--- config.mk ---
export PLATFORM = sky130hd
export DESIGN_NAME = sg_dma_engine
export DESIGN_NICKNAME = d
export VERILOG_FILES = /design/src/rtl/sg_dma_pkg.sv /design/src/rtl/sg_chunker.sv /design/src/rtl/sg_stats.sv /design/src/rtl/sg_dma_engine.sv
export SDC_FILE = /design/constraint.sdc
export NUM_CORES = 1
export LEC_CHECK = 0
export ABC_CLOCK_PERIOD_IN_PS = 8340
export BUFFER_PORTS_ARGS = -buffer_cell sky130_fd_sc_hd__buf_4
export CAP_MARGIN = 30
export CORE_ASPECT_RATIO = 1.4
export CORE_UTILIZATION = 25
export CTS_BUF_LIST = sky130_fd_sc_hd__clkbuf_4 sky130_fd_sc_hd__clkbuf_8
export DETAILED_ROUTE_END_ITERATION = 8
export GPL_TIMING_DRIVEN = 0
export HOLD_SLACK_MARGIN = 0.03
export PLACE_DENSITY_LB_ADDON = 0.3
export SLEW_MARGIN = 10
export SYNTH_ARGS = -nofsm -noshare
export SYNTH_HDL_FRONTEND = slang
export SYNTH_HIERARCHICAL = 1
export SYNTH_SLANG_ARGS = --single-unit
export TNS_END_PERCENT = 50
--- constraint.sdc ---
create_clock -name clk -period 8.34 [get_ports clk]
set_input_delay 2.502 -clock clk [delete_from_list [all_inputs] [get_ports clk]]
set_output_delay 2.502 -clock clk [all_outputs]
set_load 0.01 [all_outputs]
--- src/rtl/sg_dma_pkg.sv ---
package sg_dma_pkg;

    localparam int SECTOR_BYTES = 512;
    localparam int SECTOR_SHIFT = 9;
    localparam int DESC_BYTES   = 8;
    localparam int LEN_W        = 17;

    typedef enum logic [3:0] {
        ST_IDLE,
        ST_ARMED,
        ST_FETCH,
        ST_BACKOFF,
        ST_FETCH_RSP,
        ST_MEM,
        ST_MEM_RSP,
        ST_SEC,
        ST_SEC_RSP,
        ST_REGION_END
    } eng_state_e;

    typedef enum logic [1:0] {
        PH_IDLE  = 2'd0,
        PH_ARMED = 2'd1,
        PH_XFER  = 2'd2
    } phase_e;

    typedef struct packed {
        logic [31:0]      base;
        logic [LEN_W-1:0] bytes;
        logic             last;
    } region_t;

    // Unpack one descriptor; a zero count stands for 64 KiB.
    function automatic region_t decode_desc(input logic [63:0] raw);
        region_t r;
        r.base  = raw[31:0];
        r.bytes = (raw[47:32] == 16'd0) ? LEN_W'(65536) : {1'b0, raw[47:32]};
        r.last  = raw[63];
        return r;
    endfunction

endpackage

--- src/rtl/sg_chunker.sv ---
module sg_chunker #(
    parameter int ADDR_W     = 32,
    parameter int LEN_W      = 17,
    parameter int PAGE_BYTES = 4096
) (
    input  logic [ADDR_W-1:0] addr_i,
    input  logic [LEN_W-1:0]  left_i,
    output logic [LEN_W-1:0]  len_o
);
    localparam int PG_W = $clog2(PAGE_BYTES);

    logic [LEN_W-1:0] to_page;

    always_comb begin
        to_page = LEN_W'(PAGE_BYTES) - LEN_W'(addr_i[PG_W-1:0]);
        len_o   = (left_i < to_page) ? left_i : to_page;
    end
endmodule

--- src/rtl/sg_stats.sv ---
module sg_stats #(
    parameter int LEN_W      = 17,
    parameter int STAT_W     = 32,
    parameter int PAGE_BYTES = 4096
) (
    input  logic              clk,
    input  logic              rst,
    input  logic              hit_i,
    input  logic              is_read_i,
    input  logic [LEN_W-1:0]  len_i,
    output logic [STAT_W-1:0] bytes_o [2],
    output logic [STAT_W-1:0] txn_o   [2],
    output logic [STAT_W-1:0] full_o  [2]
);
    // index 0 counts memory reads, index 1 memory writes
    for (genvar d = 0; d < 2; d++) begin : g_dir
        logic              sel;
        logic [STAT_W-1:0] n_bytes, n_txn, n_full;

        assign sel = hit_i && (is_read_i == (d == 0));

        always_ff @(posedge clk) begin
            if (rst) begin
                n_bytes <= '0;
                n_txn   <= '0;
                n_full  <= '0;
            end else if (sel) begin
                n_bytes <= n_bytes + STAT_W'(len_i);
                n_txn   <= n_txn + 1'b1;
                if (len_i == LEN_W'(PAGE_BYTES))
                    n_full <= n_full + 1'b1;
            end
        end

        assign bytes_o[d] = n_bytes;
        assign txn_o[d]   = n_txn;
        assign full_o[d]  = n_full;

        // full-page requests are a subset of all requests
        a_r8_full_le_txn: assert property (@(posedge clk) disable iff (rst)
            n_full <= n_txn);
    end
endmodule

--- src/rtl/sg_dma_engine.sv ---
module sg_dma_engine
    import sg_dma_pkg::*;
#(
    parameter int PAGE_BYTES  = 4096,
    parameter int BACKOFF_CYC = 8,
    parameter int STAT_W      = 32
) (
    input  logic              clk,
    input  logic              rst,
    input  logic              arm_i,
    input  logic              go_i,
    input  logic [31:0]       table_base_i,
    input  logic              to_storage_i,
    input  logic [31:0]       lba_i,
    input  logic [31:0]       cmd_bytes_i,
    input  logic              abort_i,
    output logic              mem_req_o,
    output logic              mem_we_o,
    output logic [31:0]       mem_addr_o,
    output logic [16:0]       mem_len_o,
    input  logic              mem_busy_i,
    input  logic              mem_ack_i,
    input  logic [63:0]       mem_rdata_i,
    output logic              stor_req_o,
    output logic              stor_we_o,
    output logic [31:0]       stor_lba_o,
    input  logic              stor_ack_i,
    output logic [1:0]        phase_o,
    output logic              done_o,
    output logic              done_err_o,
    output logic              misuse_o,
    output logic [STAT_W-1:0] rd_bytes_o,
    output logic [STAT_W-1:0] rd_txn_o,
    output logic [STAT_W-1:0] rd_full_o,
    output logic [STAT_W-1:0] wr_bytes_o,
    output logic [STAT_W-1:0] wr_txn_o,
    output logic [STAT_W-1:0] wr_full_o
);
    localparam int PG_W = $clog2(PAGE_BYTES);
    localparam int BO_W = $clog2(BACKOFF_CYC + 1);

    eng_state_e       st;
    logic [31:0]      ptr;
    logic [31:0]      rem_cmd;
    logic [31:0]      lba;
    logic             m2s;
    logic             last_q;
    logic [31:0]      cur_addr;
    logic [LEN_W-1:0] mem_left;
    logic [LEN_W-1:0] sec_left;
    logic [BO_W-1:0]  bo_cnt;
    logic             abort_pend;
    logic [LEN_W-1:0] chunk_len;
    region_t          fetched;

    logic unused_rsvd;
    assign unused_rsvd = ^{mem_rdata_i[62:48], table_base_i[1:0]};

    sg_chunker #(.ADDR_W(32), .LEN_W(LEN_W), .PAGE_BYTES(PAGE_BYTES)) u_chunk (
        .addr_i (cur_addr),
        .left_i (mem_left),
        .len_o  (chunk_len)
    );

    logic [STAT_W-1:0] s_bytes [2];
    logic [STAT_W-1:0] s_txn   [2];
    logic [STAT_W-1:0] s_full  [2];

    sg_stats #(.LEN_W(LEN_W), .STAT_W(STAT_W), .PAGE_BYTES(PAGE_BYTES)) u_stats (
        .clk       (clk),
        .rst       (rst),
        .hit_i     (st == ST_MEM_RSP && mem_ack_i),
        .is_read_i (m2s),
        .len_i     (chunk_len),
        .bytes_o   (s_bytes),
        .txn_o     (s_txn),
        .full_o    (s_full)
    );

    assign rd_bytes_o = s_bytes[0];
    assign rd_txn_o   = s_txn[0];
    assign rd_full_o  = s_full[0];
    assign wr_bytes_o = s_bytes[1];
    assign wr_txn_o   = s_txn[1];
    assign wr_full_o  = s_full[1];

    always_comb begin
        fetched    = decode_desc(mem_rdata_i);
        mem_req_o  = (st == ST_FETCH || st == ST_MEM) && !mem_busy_i && !abort_pend;
        mem_we_o   = (st == ST_MEM) && !m2s;
        mem_addr_o = (st == ST_FETCH) ? ptr : cur_addr;
        mem_len_o  = (st == ST_FETCH) ? LEN_W'(DESC_BYTES) : chunk_len;
        stor_req_o = (st == ST_SEC) && !abort_pend;
        stor_we_o  = m2s;
        stor_lba_o = lba;
        case (st)
            ST_IDLE:  phase_o = PH_IDLE;
            ST_ARMED: phase_o = PH_ARMED;
            default:  phase_o = PH_XFER;
        endcase
    end

    always_ff @(posedge clk) begin
        if (rst) begin
            st         <= ST_IDLE;
            ptr        <= '0;
            rem_cmd    <= '0;
            lba        <= '0;
            m2s        <= 1'b0;
            last_q     <= 1'b0;
            cur_addr   <= '0;
            mem_left   <= '0;
            sec_left   <= '0;
            bo_cnt     <= '0;
            abort_pend <= 1'b0;
            done_o     <= 1'b0;
            done_err_o <= 1'b0;
            misuse_o   <= 1'b0;
        end else begin
            done_o     <= 1'b0;
            done_err_o <= 1'b0;
            misuse_o   <= 1'b0;
            if (abort_i && st != ST_IDLE && st != ST_ARMED)
                abort_pend <= 1'b1;
            if (go_i && st != ST_ARMED)
                misuse_o <= 1'b1;

            case (st)
                ST_IDLE: begin
                    if (abort_i)
                        misuse_o <= 1'b1;
                    else if (arm_i && !go_i)
                        st <= ST_ARMED;
                end
                ST_ARMED: begin
                    if (abort_i) begin
                        st         <= ST_IDLE;
                        done_o     <= 1'b1;
                        done_err_o <= 1'b1;
                    end else if (go_i) begin
                        ptr     <= {table_base_i[31:2], 2'b00};
                        rem_cmd <= cmd_bytes_i;
                        lba     <= lba_i;
                        m2s     <= to_storage_i;
                        st      <= ST_FETCH;
                    end
                end
                ST_FETCH: begin
                    if (abort_pend) begin
                        st         <= ST_IDLE;
                        done_o     <= 1'b1;
                        done_err_o <= 1'b1;
                        abort_pend <= 1'b0;
                    end else if (mem_busy_i) begin
                        bo_cnt <= BO_W'(BACKOFF_CYC - 1);
                        st     <= ST_BACKOFF;
                    end else begin
                        st <= ST_FETCH_RSP;
                    end
                end
                ST_BACKOFF: begin
                    if (bo_cnt == '0) st <= ST_FETCH;
                    else              bo_cnt <= bo_cnt - 1'b1;
                end
                ST_FETCH_RSP: begin
                    if (mem_ack_i) begin
                        cur_addr <= fetched.base;
                        mem_left <= fetched.bytes;
                        sec_left <= fetched.bytes >> SECTOR_SHIFT;
                        last_q   <= fetched.last;
                        ptr      <= ptr + 32'(DESC_BYTES);
                        st       <= m2s ? ST_MEM : ST_SEC;
                    end
                end
                ST_MEM: begin
                    if (abort_pend) begin
                        st         <= ST_IDLE;
                        done_o     <= 1'b1;
                        done_err_o <= 1'b1;
                        abort_pend <= 1'b0;
                    end else if (!mem_busy_i) begin
                        st <= ST_MEM_RSP;
                    end
                end
                ST_MEM_RSP: begin
                    if (mem_ack_i) begin
                        cur_addr <= cur_addr + 32'(chunk_len);
                        mem_left <= mem_left - chunk_len;
                        if (mem_left == chunk_len)
                            st <= m2s ? ST_SEC : ST_REGION_END;
                        else
                            st <= ST_MEM;
                    end
                end
                ST_SEC: begin
                    if (abort_pend) begin
                        st         <= ST_IDLE;
                        done_o     <= 1'b1;
                        done_err_o <= 1'b1;
                        abort_pend <= 1'b0;
                    end else begin
                        st <= ST_SEC_RSP;
                    end
                end
                ST_SEC_RSP: begin
                    if (stor_ack_i) begin
                        lba      <= lba + 1'b1;
                        rem_cmd  <= rem_cmd - 32'(SECTOR_BYTES);
                        sec_left <= sec_left - 1'b1;
                        if (sec_left == LEN_W'(1))
                            st <= m2s ? ST_REGION_END : ST_MEM;
                        else
                            st <= ST_SEC;
                    end
                end
                ST_REGION_END: begin
                    if (abort_pend || last_q) begin
                        st         <= ST_IDLE;
                        done_o     <= 1'b1;
                        done_err_o <= abort_pend || (rem_cmd != '0);
                        abort_pend <= 1'b0;
                    end else begin
                        st <= ST_FETCH;
                    end
                end
                default: st <= ST_IDLE;
            endcase
        end
    end

    // a data request stays inside one page
    a_r3_page_bound: assert property (@(posedge clk) disable iff (rst)
        (mem_req_o && !(mem_len_o == 17'd8)) |->
            ((17'(mem_addr_o[PG_W-1:0]) + mem_len_o) <= 17'(PAGE_BYTES)));

    // never request into a busy port
    a_r4_no_req_busy: assert property (@(posedge clk) disable iff (rst)
        mem_req_o |-> !mem_busy_i);

    // the backoff window is quiet
    a_r4_backoff_quiet: assert property (@(posedge clk) disable iff (rst)
        (st == ST_BACKOFF) |-> !mem_req_o);

    // completion leaves the engine idle
    a_r7_done_idle: assert property (@(posedge clk) disable iff (rst)
        done_o |-> phase_o == PH_IDLE);

    // a request lasts one cycle, one outstanding at a time
    a_r5_req_single: assert property (@(posedge clk) disable iff (rst)
        mem_req_o |=> !mem_req_o);

    // an abort seen during transfer blocks sector requests from the next cycle
    a_r10_abort_no_sec: assert property (@(posedge clk) disable iff (rst)
        (abort_i && phase_o == PH_XFER) |=> !stor_req_o);

endmodule

==> Yosys cells after proc, flatten, opt, wreduce, memory -nomap -nowiden <==
Cells that the tools add are included.
{ "op_classes": {"addsub": 14, "order_cmp": 1, "eq_ne": 26, "muxes": 63, "bitwise_logic": 2, "n_reduce_logical": 39} }
{ "ops": {"columns": ["operator", "n"], "rows": [
  ["$mux 32", 12],
  ["$pmux 32 s2", 4],
  ["$add 32x1->32 const B", 5],
  ["$mux 17", 7],
  ["$add 32x17->32", 3],
  ["$mux 4", 18],
  ["$pmux 17 s2", 2],
  ["$pmux 4 s10", 1],
  ["$add 32x4->32 const B", 1],
  ["$reduce_bool 32->1", 1],
  ["$sub 32x10->32 const B", 1],
  ["$ne 2x2->1 const B", 11],
  ["$eq 17x1->1 const B", 1],
  ["$eq 17x13->1 const B", 1],
  ["$eq 17x17->1", 1],
  ["$lt 17x17->1", 1],
  ["$sub 17x1->17 const B", 1],
  ["$sub 17x17->17", 1],
  ["$eq 4x3->1 const B", 4],
  ["$logic_not 16->1", 1],
  ["$sub 13x12->14 const A", 1],
  ["$reduce_and 4->1", 3],
  ["$logic_and 1x1->1", 11],
  ["$mux 1", 10],
  ["22 further kinds", 43]
]} }
{ "word_totals": {"reg_bits": 368, "output_inout_bits": 282, "elab_cells": 165} }

==> Depth between registers and ports, before layout <==
Gate-level depths: netlist of the first run.
{ "depth": {"ltp_word": 7, "mapped_depth": 23, "ltp_nobuf": 21} }

==> Hierarchy <==
The synthesis of the first run kept the hierarchy.
{ "by_module_without_submodules": {"columns": ["module", "n_inst", "cells_per_inst", "area_per_inst_um2"], "rows": [
  ["sg_dma_engine", 1, 1590, 11468.5],
  ["sg_stats", 1, 1245, 10354.9],
  ["sg_chunker", 1, 91, 683.2]
]} }

==> Worst setup path after synthesis of the first run <==
No wires, ideal clock.
{ "synth_path": {"kind": "flip-flop to output port", "startpoint": "register cur_addr[8]", "endpoint": "output port mem_len_o[3]", "arrival_time_ps": 2996, "slack_ps": 2842, "stages_incl_launch_ff": 11, "n_path_buf": 1, "path_cell_list": "dfxtp_1 > or4_4 > or3_4 > ha_1 > nand2_1 > o211ai_1 > nor3_1 > a21oi_2 > buf_6 > mux2i_1 > or2_2"} }
{ "synth_via": {"elab_chain_len": 4} }
{ "synth_lines": {"columns": ["item", "line", "source"], "rows": [
  ["start, declared", "sg_dma_engine.sv:48", "logic [31:0] cur_addr;"],
  ["start signal, assigned", "sg_dma_engine.sv:167", "cur_addr <= fetched.base;"],
  ["start signal, assigned", "sg_dma_engine.sv:187", "cur_addr <= cur_addr + 32'(chunk_len);"],
  ["$sub 13x12->14", "sg_chunker.sv:15", "to_page = LEN_W'(PAGE_BYTES) - LEN_W'(addr_i[PG_W-1:0]);"],
  ["$lt 17x17->1", "sg_chunker.sv:16", "len_o = (left_i < to_page) ? left_i : to_page;"],
  ["$mux 17", "sg_chunker.sv:16", null],
  ["net chunk_len[3]", "sg_dma_engine.sv:53", "logic [LEN_W-1:0] chunk_len;"],
  ["$mux 17", "sg_dma_engine.sv:92", "mem_len_o = (st == ST_FETCH) ? LEN_W'(DESC_BYTES) : chunk_len;"],
  ["end, declared", "sg_dma_engine.sv:20", "output logic [16:0] mem_len_o,"]
]} }
The timed path passes the listed nets, and every way through them passes these cells.

==> Worst setup path after layout of the first run <==
{ "layout_path": {"startpoint": "register cur_addr[8]", "endpoint": "output port mem_len_o[10]"} }
{ "layout_via": {"elab_chain_len": 4} }
{ "layout_lines": {"columns": ["item", "line"], "rows": [
  ["$sub 13x12->14 *", "sg_chunker.sv:15"],
  ["$lt 17x17->1", "sg_chunker.sv:16"],
  ["$mux 17 *", "sg_chunker.sv:16"],
  ["net chunk_len[10]", "sg_dma_engine.sv:53"],
  ["$mux 17 *", "sg_dma_engine.sv:92"]
]} }
The timed path passes the listed nets; every way through them passes the cells marked *.

==> results of run 1 <==
cells in the mapped netlist, drive strengths merged, types with 21 or more instances:
cell type / instances
dfxtp: 366
nor2: 365
nand2: 290
a21oi: 249
o21ai: 170
clkbuf: 135
nand3: 134
xor2: 93
nor3: 91
ha: 90
nand4: 90
inv: 72
xnor2: 67
a211oi: 61
and3: 55
mux2: 48
or3: 46
a21o: 39
nor4: 38
nor2b: 33
o22ai: 29
buf: 28
and2: 27
a22oi: 23
and4: 22
mux2i: 21
cell usage in the layout (no fill, tap or decap), drive strengths merged, types with 91 or more instances in the layout:
master / netlist / routed
a21oi: 249 / 249
buf: 28 / 475
clkbuf: 135 / 239
dfxtp: 366 / 366
nand2: 290 / 290
nand3: 134 / 134
nor2: 365 / 365
nor3: 91 / 91
o21ai: 170 / 170
xor2: 93 / 93
worst max-delay path by stage:
stage,slack [ps],from,cells past startpoint,endpoint
2_1_floorplan,2840,cur_addr[8],10,mem_len_o[3]
3_3_place_gp,1290,cur_addr[8],12,mem_len_o[10]
3_5_place_dp,1670,cur_addr[8],12,mem_len_o[9]
4_1_cts,890,cur_addr[8],12,mem_len_o[9]
5_1_grt,750,cur_addr[8],12,mem_len_o[9]
6_report,1020,cur_addr[8],12,mem_len_o[10]
sequential cells by signal (all words and copies together), names as in the netlist, 4 cells and up:
signal	cells
cur_addr	32
rem_cmd	32
sec_left	17
stor_lba_o	32
bo_cnt	4
u_stats/g_dir.n_bytes	64
ptr	30
u_stats/g_dir.n_full	64
u_stats/g_dir.n_txn	64
st	4
mem_left	17
per-layer routing:
layer / global-route usage (%) / wire length, um / vias up / part of all wire [%]
met2: 36.35 / 48010 / 987 / 48
li1: - / - / 11680 / -
met1: 22.99 / 37900 / 11430 / 38
met5: 0 / 111 / - / 0.11
met3: 6.101 / 8419 / 278 / 8.4
met4: 13.72 / 6349 / 16 / 6.3
worst max-delay path, stage by stage, from the launching register on:
cell and delay (ps):
dfxtp_1 410, or4_4 550, or3_4 400, ha_1 320
nand2_1 60, o211ai_1 220, nor3_1 100, a21oi_2 280
buf_6 240, mux2i_2 760, inv_1 170, nor2_1 390
buf_4 200
cell type report:
type                            instances  area [sq um]
Tap cell                             1179          1475
Timing Repair Buffer                  447          3421
Antenna cell                            2         5.005
Clock buffer                          104          1344
Multi-Input combinational cell       2326         14270
Clock inverter                         12         181.4
Inverter                               74         277.8
Buffer                                163         658.1
Fill cell                            9623         59810
Sequential cell                       366          7327
kinds of logic after synthesis:
logic type	Yosys count	share of synthesized area, %
AND/OR/NAND/NOR	1260	27.80
AO/OA/AOI/OAI	739	20.55
flip-flops	366	32.56
buffers and inverters	237	4.158
XOR/XNOR	160	6.226
adder cells (fa/ha/maj)	94	5.359
multiplexers	69	3.336
other	1	0.01666
where the power goes:
group | switching [uW] | internal, uW
Sequential | 15.1 | 1760
Clock | 905 | 1110
Combinational | 179 | 114
stage by stage:
| step | instance area, sq um | power [uW] | hold WS (ps) |
|---|---|---|---|
| after global placement | 27210 | 2093 | 447.4 |
| final | 28960 | 4082 | 454.0 |
| after floorplan | 22520 | 1943 | 428.4 |
| after detailed placement | 27390 | 2096 | 448.9 |
| after CTS | 28920 | 4124 | 457.9 |
| after global routing | 28960 | 4227 | 478.6 |
==> flow_metrics.env, run 1 <==
export IMPL_ys_types=97
export IMPL_rsz0062_at_grt="no"
export IMPL_wl_per_cell_um=21.57
export IMPL_htreeDepth=3
export IMPL_cts_tree="yes"
export IMPL_clock_skew_final_ps=49.44
export IMPL_cts_setup_buffers=0
export IMPL_drtPass1Iterations=8
export IMPL_r2r_slack_ps=2340
export IMPL_clkTransAtPathRegs_ps=60
export IMPL_max_freq_mhz=136.6
export IMPL_place_gp_congestion=0.9278
export IMPL_syn_to_final_growth_pct=28.69
export IMPL_dieArea_sq_mm=0.09125
export IMPL_path_class="flip-flop to primary output"
export IMPL_synth_seq_cells=366
export IMPL_finalSetupViolCount=0
export IMPL_synth_top_cell_by_area="dfxtp_1"
export IMPL_powerDensity_mw_per_mm2=141.0
export IMPL_drt_wl_total_um=100800
export IMPL_dp_cells=4551
export IMPL_synth_main_ff_cell="dfxtp_1"
export IMPL_overflow=0
export IMPL_synth_seq_area_share_pct=32.56
export IMPL_fin_util_pct=32.63
export IMPL_worst_r2r_cell_count=20
export IMPL_worst_hold_path_type="flip-flop to flip-flop"
export IMPL_cts_num_sinks=366
export IMPL_setup_slack_ps=1020
export IMPL_first_global_vias=23800
export IMPL_pre_cts_slack_ps=1671
export IMPL_start_util_pct=25.35
export IMPL_outcome="completed"
export IMPL_core_sq_mm=0.08877
export IMPL_synth_area_sq_mm=0.02251
export IMPL_yosys_top_cells_area="dfxtp_1 (33%), nor2_1 (6.1%), a21oi_1 (5.5%)"
export IMPL_die_y_um=357.0
export IMPL_worst_path_max_fanout=10
export IMPL_cp_end_kind="primary output"
export IMPL_synth_async_reset_ratio_pct=0
export IMPL_fin_crit_ps=7320
export IMPL_r2r_end="cur_addr[26]"
export IMPL_ctsResizeCount=0
export IMPL_avgSynthCellArea_sq_um=7.692
export IMPL_min_from="rem_cmd[7]"
export IMPL_antenna_found_initial=11
export IMPL_arrival_ps=4820
export IMPL_hold_viol_final=0
export IMPL_r2r_start="cur_addr[8]"
export IMPL_final_nets=3710
export IMPL_num_rows=129
export IMPL_route_detailed_drc=0
export IMPL_worstSkewPairLatency_ps=710
export IMPL_slew_violations=0
export IMPL_tightest_slew_ps=1037
export IMPL_clock_path_buffers=3
export IMPL_drtIter0Drc=1607
export IMPL_final_layout_size_suffix_gt1_share_pct=18.93
export IMPL_vias_per_cell=5.220
export IMPL_post_dp_hpwl_um=78470
export IMPL_cp_start_kind="flip-flop"
export IMPL_die_w_um=255.6
export IMPL_fin_crit_sh_pct=87.77
export IMPL_setup_tns_final_ps=0
export IMPL_max_cap_viol_count=0
export IMPL_relSlewSlack_pct=30.89
export IMPL_grt_max_degree=13
export IMPL_synth_edf_count=0
export IMPL_hold_depth=2
export IMPL_syn_instance_count=2926
export IMPL_drtAntennaViolNets=0
export IMPL_finalNonFillerCells=4673
export IMPL_yosysTopAreaCellShare_pct=32.56
export IMPL_track_usage_pct=21.25
export IMPL_leakagePower_uw=0.01140
export IMPL_ir_drop_mv=0.1132
export IMPL_cts_root_buf="clkbuf_8"
export IMPL_holdBufCountCts=0
export IMPL_vias=24390
export IMPL_crit_required_ps=5840
export IMPL_min_to="rem_cmd[7]"
export IMPL_yosysWarnings=6
export IMPL_top_level_ports=451
export IMPL_io_buffer_count=428
export IMPL_cts_buffers=69
export IMPL_grt_pass1_wl_um=148200
(Power assumes the default switching activity.)
==> run 2: changes to the inputs <==
Settings changed: CORE_UTILIZATION 25 to 40.
==> flow_metrics.env, run 2 (same netlist as run 1, synthesis figures left out) <==
export IMPL_worst_r2r_cell_count=19
export IMPL_post_dp_hpwl_um=67290
export IMPL_cts_setup_buffers=0
export IMPL_wl_per_cell_um=21.07
export IMPL_fillers=5579
export IMPL_powerDensity_mw_per_mm2=140.2
export IMPL_critical_path_max_stage_delay_ps=830
export IMPL_max_cap_viol_count=0
export IMPL_r2r_slack_ps=2310
export IMPL_worst_hold_path_type="flip-flop to flip-flop"
export IMPL_stdcell_area_sq_mm=0.02818
export IMPL_route_met2_wl_um=43680
export IMPL_critPathBufInv=3
export IMPL_ir_drop_mv=0.1400
export IMPL_drtIter0Drc=1796
export IMPL_holdBufCountCts=0
export IMPL_path_depth=12
export IMPL_cp_top_family="simple AND/OR/NAND/NOR gates"
export IMPL_rsz0062_at_grt="no"
export IMPL_syn_to_final_growth_pct=25.19
export IMPL_dieArea_sq_mm=0.05723
export IMPL_r2r_end="cur_addr[30]"
export IMPL_setup_tns_final_ps=0
export IMPL_r2r_start="cur_addr[8]"
export IMPL_final_layout_size_suffix_gt1_share_pct=18.53
export IMPL_p_seq_share_pct=45.0
export IMPL_drtPass1Iterations=5
export IMPL_cts_root_buf="clkbuf_8"
export IMPL_cts_tree="yes"
export IMPL_start_util_pct=40.63
export IMPL_max_freq_mhz=139.7
export IMPL_top_level_ports=451
export IMPL_final_nets=3693
export IMPL_p_int_uw=2912
export IMPL_worst_path_max_fanout=10
export IMPL_overflow=0
export IMPL_die_w_um=202.5
export IMPL_tightest_slew_ps=1067
export IMPL_clock_skew_final_ps=67.24
export IMPL_io_buffer_count=428
export IMPL_cp_end_kind="primary output"
export IMPL_vias=24400
export IMPL_outcome="completed"
export IMPL_arrival_ps=4650
export IMPL_drt_wl_total_um=88750
export IMPL_grt_pass1_wl_um=132800
export IMPL_drtAntennaViolNets=0
export IMPL_clock_path_buffers=3
export IMPL_path_cells="or4_4 -> or3_4 -> ha_1 -> nand2_1 -> o211ai_1 -> nor3_1 -> a21oi_2 -> buf_6 -> mux2i_1 -> inv_1 -> nor2_1 -> buf_4"
export IMPL_netSwitchingPower_uw=1039
export IMPL_reg_largest_list="u_stats/g_dir.n_bytes (64), u_stats/g_dir.n_full (64), u_stats/g_dir.n_txn (64)"
export IMPL_ctsResizeCount=0
export IMPL_vias_per_cell=5.793
export IMPL_setup_slack_ps=1184
export IMPL_worstSetupEndpoint="mem_len_o[4]"
export IMPL_cts_buffers=61
export IMPL_p_comb_share_pct=7.0
export IMPL_leakagePower_uw=0.01129
export IMPL_startpoint="cur_addr[8]"
export IMPL_dpl_cell_area_sq_mm=0.02671
export IMPL_path_class="flip-flop to primary output"
export IMPL_clkPwrFrac_pct=48.0
export IMPL_switching_share_pct=26.29
export IMPL_htreeDepth=2
export IMPL_hold_viol_final=0
export IMPL_cts_num_sinks=366
export IMPL_num_rows=102
export IMPL_pre_cts_slack_ps=1887
export IMPL_finalSetupViolCount=0
export IMPL_worstSkewPairLatency_ps=730
export IMPL_mostFrequentLayoutCells="buf_4 (439), dfxtp_1 (366), nor2_1 (364)"
export IMPL_final_common_cell="buf_4"
export IMPL_first_global_vias=23050
export IMPL_wl_met3_um=7240
export IMPL_seqCellArea_sq_mm=0.007327
export IMPL_track_usage_pct=29.74
export IMPL_route_detailed_drc=0
export IMPL_relSlewSlack_pct=28.86
export IMPL_multiInputGateArea_sq_mm=0.01425
export IMPL_worst_path_max_delay_cell="mux2i_1"
export IMPL_clkTransAtPathRegs_ps=60
export IMPL_fin_crit_sh_pct=85.80
export IMPL_cp_start_kind="flip-flop"
export IMPL_place_gp_congestion=0.9452
export IMPL_fin_util_pct=50.87
export IMPL_grt_max_degree=20
export IMPL_routed_top_layer="met5"
export IMPL_core_sq_mm=0.05539
export IMPL_antenna_found_initial=6
export IMPL_die_y_um=282.7
export IMPL_crit_required_ps=5840
export IMPL_fin_crit_ps=7156
export IMPL_m1WireLength_um=32860
export IMPL_slew_violations=0
## run 2: worst register-to-register path, stage by stage, from the launching register on
cell      delay, ps
dfxtp_1         410
or4_4           560
or3_4           380
ha_1            320
nand2_1          60
o211ai_1        220
nor3_1           90
a21oi_2         300
buf_6           230
mux2i_1         810
ha_1            460
a21o_1          210
a21oi_1         240
nand3b_1        170
a31oi_1         160
a2111o_1        440
clkbuf_1        240
nand2_1         160
o31ai_1          70
a221o_1         380
## run 2: final cells by class
| cell class | instances | area share (%) |
|---|---|---|
| repair buffers | 438 | 11.71 |
| diodes | 3 | 0.02664 |
| clock inverters | 20 | 0.7638 |
| clock buffers | 94 | 4.347 |
| flip-flops and latches | 366 | 26.00 |
| inverters | 74 | 0.9858 |
| multi-input cells | 2326 | 50.59 |
| well taps | 728 | 3.233 |
| plain buffers | 163 | 2.336 |
## run 2: worst min path at each step
stage          startpoint         end  slack (ps)  depth (start not counted)
2_1_floorplan      ptr[2]      ptr[2]         430                          2
3_3_place_gp   rem_cmd[8]  rem_cmd[8]         440                          2
3_5_place_dp   rem_cmd[4]  rem_cmd[4]         450                          2
4_1_cts        rem_cmd[4]  rem_cmd[4]         460                          2
5_1_grt        rem_cmd[5]  rem_cmd[5]         480                          2
6_report       rem_cmd[4]  rem_cmd[4]         450                          2
## run 2: routing by layer
layer,GRT usage (%),vias up
met3,6.717,266
met2,53.49,1056
li1,-,11660
met5,0,-
met4,16.08,6
met1,32.25,11410
## run 2: metrics by stage
| step | instances | power [uW] | hold WS (ps) |
|---|---|---|---|
| 2_1_floorplan | 2929 | 1943 | 428.4 |
| 5_1_grt | 4212 | 4071 | 482.9 |
| 4_1_cts | 4207 | 3966 | 458.2 |
| 6_report | 4212 | 3950 | 454.8 |
| 3_5_place_dp | 4093 | 2081 | 449.6 |
| 3_3_place_gp | 4085 | 2081 | 444.2 |
## run 2: power by group through the flow
stage | registers, uW | logic [uW] | clock network (uW)
finish | 1780 | 277 | 1900
global route | 1780 | 296 | 2000
global placement | 1820 | 266 | 0
floorplan | 1810 | 131 | 0
CTS | 1780 | 267 | 1920
detailed placement | 1820 | 266 | 0
==> run 3: changes to the inputs <==
Settings changed: CORE_UTILIZATION 40 to 62, SKIP_LAST_GASP set to 1.
==> flow_metrics.env, run 3 (same netlist as run 1, synthesis figures left out) <==
export IMPL_max_freq_mhz=135.5
export IMPL_clkTransAtPathRegs_ps=70
export IMPL_post_dp_hpwl_um=65840
export IMPL_cts_setup_buffers=0
export IMPL_diodes=0
export IMPL_cts_root_buf="clkbuf_8"
export IMPL_die_y_um=227.4
export IMPL_drtAntennaViolNets=0
export IMPL_powerDensity_mw_per_mm2=141.1
export IMPL_holdBufCountCts=0
export IMPL_rsz0062_at_grt="no"
export IMPL_cts_buffers=58
export IMPL_hold_viol_final=0
export IMPL_pre_cts_slack_ps=1618
export IMPL_arrival_ps=4880
export IMPL_setup_tns_final_ps=0
export IMPL_die_w_um=163.0
export IMPL_final_layout_size_suffix_gt1_share_pct=18.46
export IMPL_drtIter0Drc=2823
export IMPL_first_global_vias=25680
export IMPL_overflow=0
export IMPL_clkPwrFrac_pct=47.7
export IMPL_ir_drop_mv=0.1665
export IMPL_tightest_slew_ps=1109
export IMPL_r2r_end="cur_addr[26]"
export IMPL_syn_to_final_growth_pct=23.70
export IMPL_final_nets=3694
export IMPL_cts_tree="yes"
export IMPL_min_from="rem_cmd[1]"
export IMPL_worst_path_max_fanout=10
export IMPL_max_cap_viol_count=0
export IMPL_r2r_slack_ps=2290
export IMPL_ctsResizeCount=0
export IMPL_reg_largest_list="u_stats/g_dir.n_bytes (64), u_stats/g_dir.n_full (64), u_stats/g_dir.n_txn (64)"
export IMPL_fin_crit_ps=7379
export IMPL_cp_top_family="simple AND/OR/NAND/NOR gates"
export IMPL_antenna_found_initial=1
export IMPL_cp_start_kind="flip-flop"
export IMPL_min_to="rem_cmd[1]"
export IMPL_p_seq_share_pct=45.2
export IMPL_dieArea_sq_mm=0.03708
export IMPL_clock_path_buffers=3
export IMPL_mostFrequentLayoutCells="buf_4 (441), dfxtp_1 (366), nor2_1 (364)"
export IMPL_cts_num_sinks=366
export IMPL_slew_violations=0
export IMPL_htreeDepth=2
export IMPL_r2r_start="cur_addr[8]"
export IMPL_route_detailed_drc=0
export IMPL_worst_hold_path_type="flip-flop to flip-flop"
export IMPL_critPathBufInv=3
export IMPL_clock_skew_final_ps=21.37
export IMPL_vias=26070
export IMPL_netSwitchingPower_uw=973.8
export IMPL_grt_max_degree=17
export IMPL_vias_per_cell=6.616
export IMPL_start_util_pct=62.86
export IMPL_setup_slack_ps=960.9
export IMPL_top_level_ports=451
export IMPL_finalSetupViolCount=0
export IMPL_critical_path_max_stage_delay_ps=850
export IMPL_path_class="flip-flop to primary output"
export IMPL_num_rows=82
export IMPL_relSlewSlack_pct=26.05
export IMPL_final_common_cell="buf_4"
export IMPL_cp_end_kind="primary output"
export IMPL_path_cells="or4_4 -> or3_4 -> ha_1 -> nand2_1 -> o211ai_1 -> nor3_1 -> a21oi_2 -> buf_6 -> mux2i_1 -> inv_1 -> nor2_1 -> buf_4"
export IMPL_io_buffer_count=428
export IMPL_p_int_uw=2955
export IMPL_worstSkewPairLatency_ps=660
export IMPL_worst_path_max_delay_cell="mux2i_1"
export IMPL_place_gp_congestion=1.021
export IMPL_stdcell_area_sq_mm=0.02784
export IMPL_crit_required_ps=5840
export IMPL_worst_r2r_cell_count=19
export IMPL_track_usage_pct=46.62
export IMPL_p_comb_share_pct=7.1
export IMPL_drt_wl_total_um=89740
export IMPL_grt_pass1_wl_um=135600
export IMPL_core_sq_mm=0.03581
export IMPL_drtPass1Iterations=8
export IMPL_fin_crit_sh_pct=88.48
export IMPL_hold_depth=2
export IMPL_switching_share_pct=24.78
export IMPL_dpl_cell_area_sq_mm=0.02635
export IMPL_outcome="completed"
export IMPL_wl_per_cell_um=22.78
export IMPL_leakagePower_uw=0.01129
[run 3: final cells by class]
cell class,count,area (sq um)
multi-input cells,2326,14250
fillers,2501,7965
flip-flops and latches,366,7327
repair buffers,442,3318
clock buffers,93,1224
plain buffers,163,658.1
well taps,462,578.1
inverters,74,277.8
clock inverters,14,203.9
[run 3: how the worst max path moves through the flow]
stage | slack [ps] | depth (start not counted) | from | endpoint
after detailed placement | 1620 | 11 | mem_ack_i | u_stats/g_dir[0].n_full[5]
after CTS | 1080 | 12 | cur_addr[8] | mem_len_o[6]
final | 960 | 12 | cur_addr[8] | mem_len_o[5]
after global placement | 1330 | 10 | mem_ack_i | u_stats/g_dir[0].n_full[15]
after global routing | 850 | 15 | cur_addr[0] | mem_len_o[5]
after floorplan | 2840 | 10 | cur_addr[8] | mem_len_o[3]
[run 3: per-stage QoR]
step / hold WS (ps) / utilization (%) / power, uW / instances
6_report: 468.0 / 77.76 / 3929 / 3940
5_1_grt: 481.1 / 77.76 / 4010 / 3940
4_1_cts: 457.7 / 77.58 / 3900 / 3931
3_5_place_dp: 449.4 / 73.59 / 2076 / 3824
3_3_place_gp: 439.6 / 73.47 / 2071 / 3819
2_1_floorplan: 428.4 / - / 1943 / 2929
[run 3: metal layers]
layer	up-vias	wire, um	global-route usage (%)	part of all wire [%]
met3	592	9177	12.61	10
li1	11640	-	-	-
met5	-	12	0	0.013
met2	1800	41720	78.15	46
met4	2	8732	42.03	9.7
met1	12040	30100	47.43	34
[run 3: worst register-to-register path, cell delays in order, from the launching register on]
cell and delay (ps):
dfxtp_1 430, or4_4 560, or3_4 380, ha_1 320
nand2_1 60, o211ai_1 250, nor3_1 110, a21oi_2 300
buf_6 230, mux2i_1 750, ha_1 330, nand2_1 70
o21ai_0 330, nand4_1 170, a31oi_1 370, a2111o_1 200
clkbuf_1 350, nand2_1 150, a2111oi_0 420, nor4_1 110
[run 3: power groups by stage]
stage | sequential (uW) | clock, uW | combinational, uW
3_5_place_dp | 1810 | 0 | 261
4_1_cts | 1780 | 1860 | 263
3_3_place_gp | 1810 | 0 | 257
5_1_grt | 1780 | 1940 | 293
2_1_floorplan | 1810 | 0 | 131
6_report | 1780 | 1870 | 280
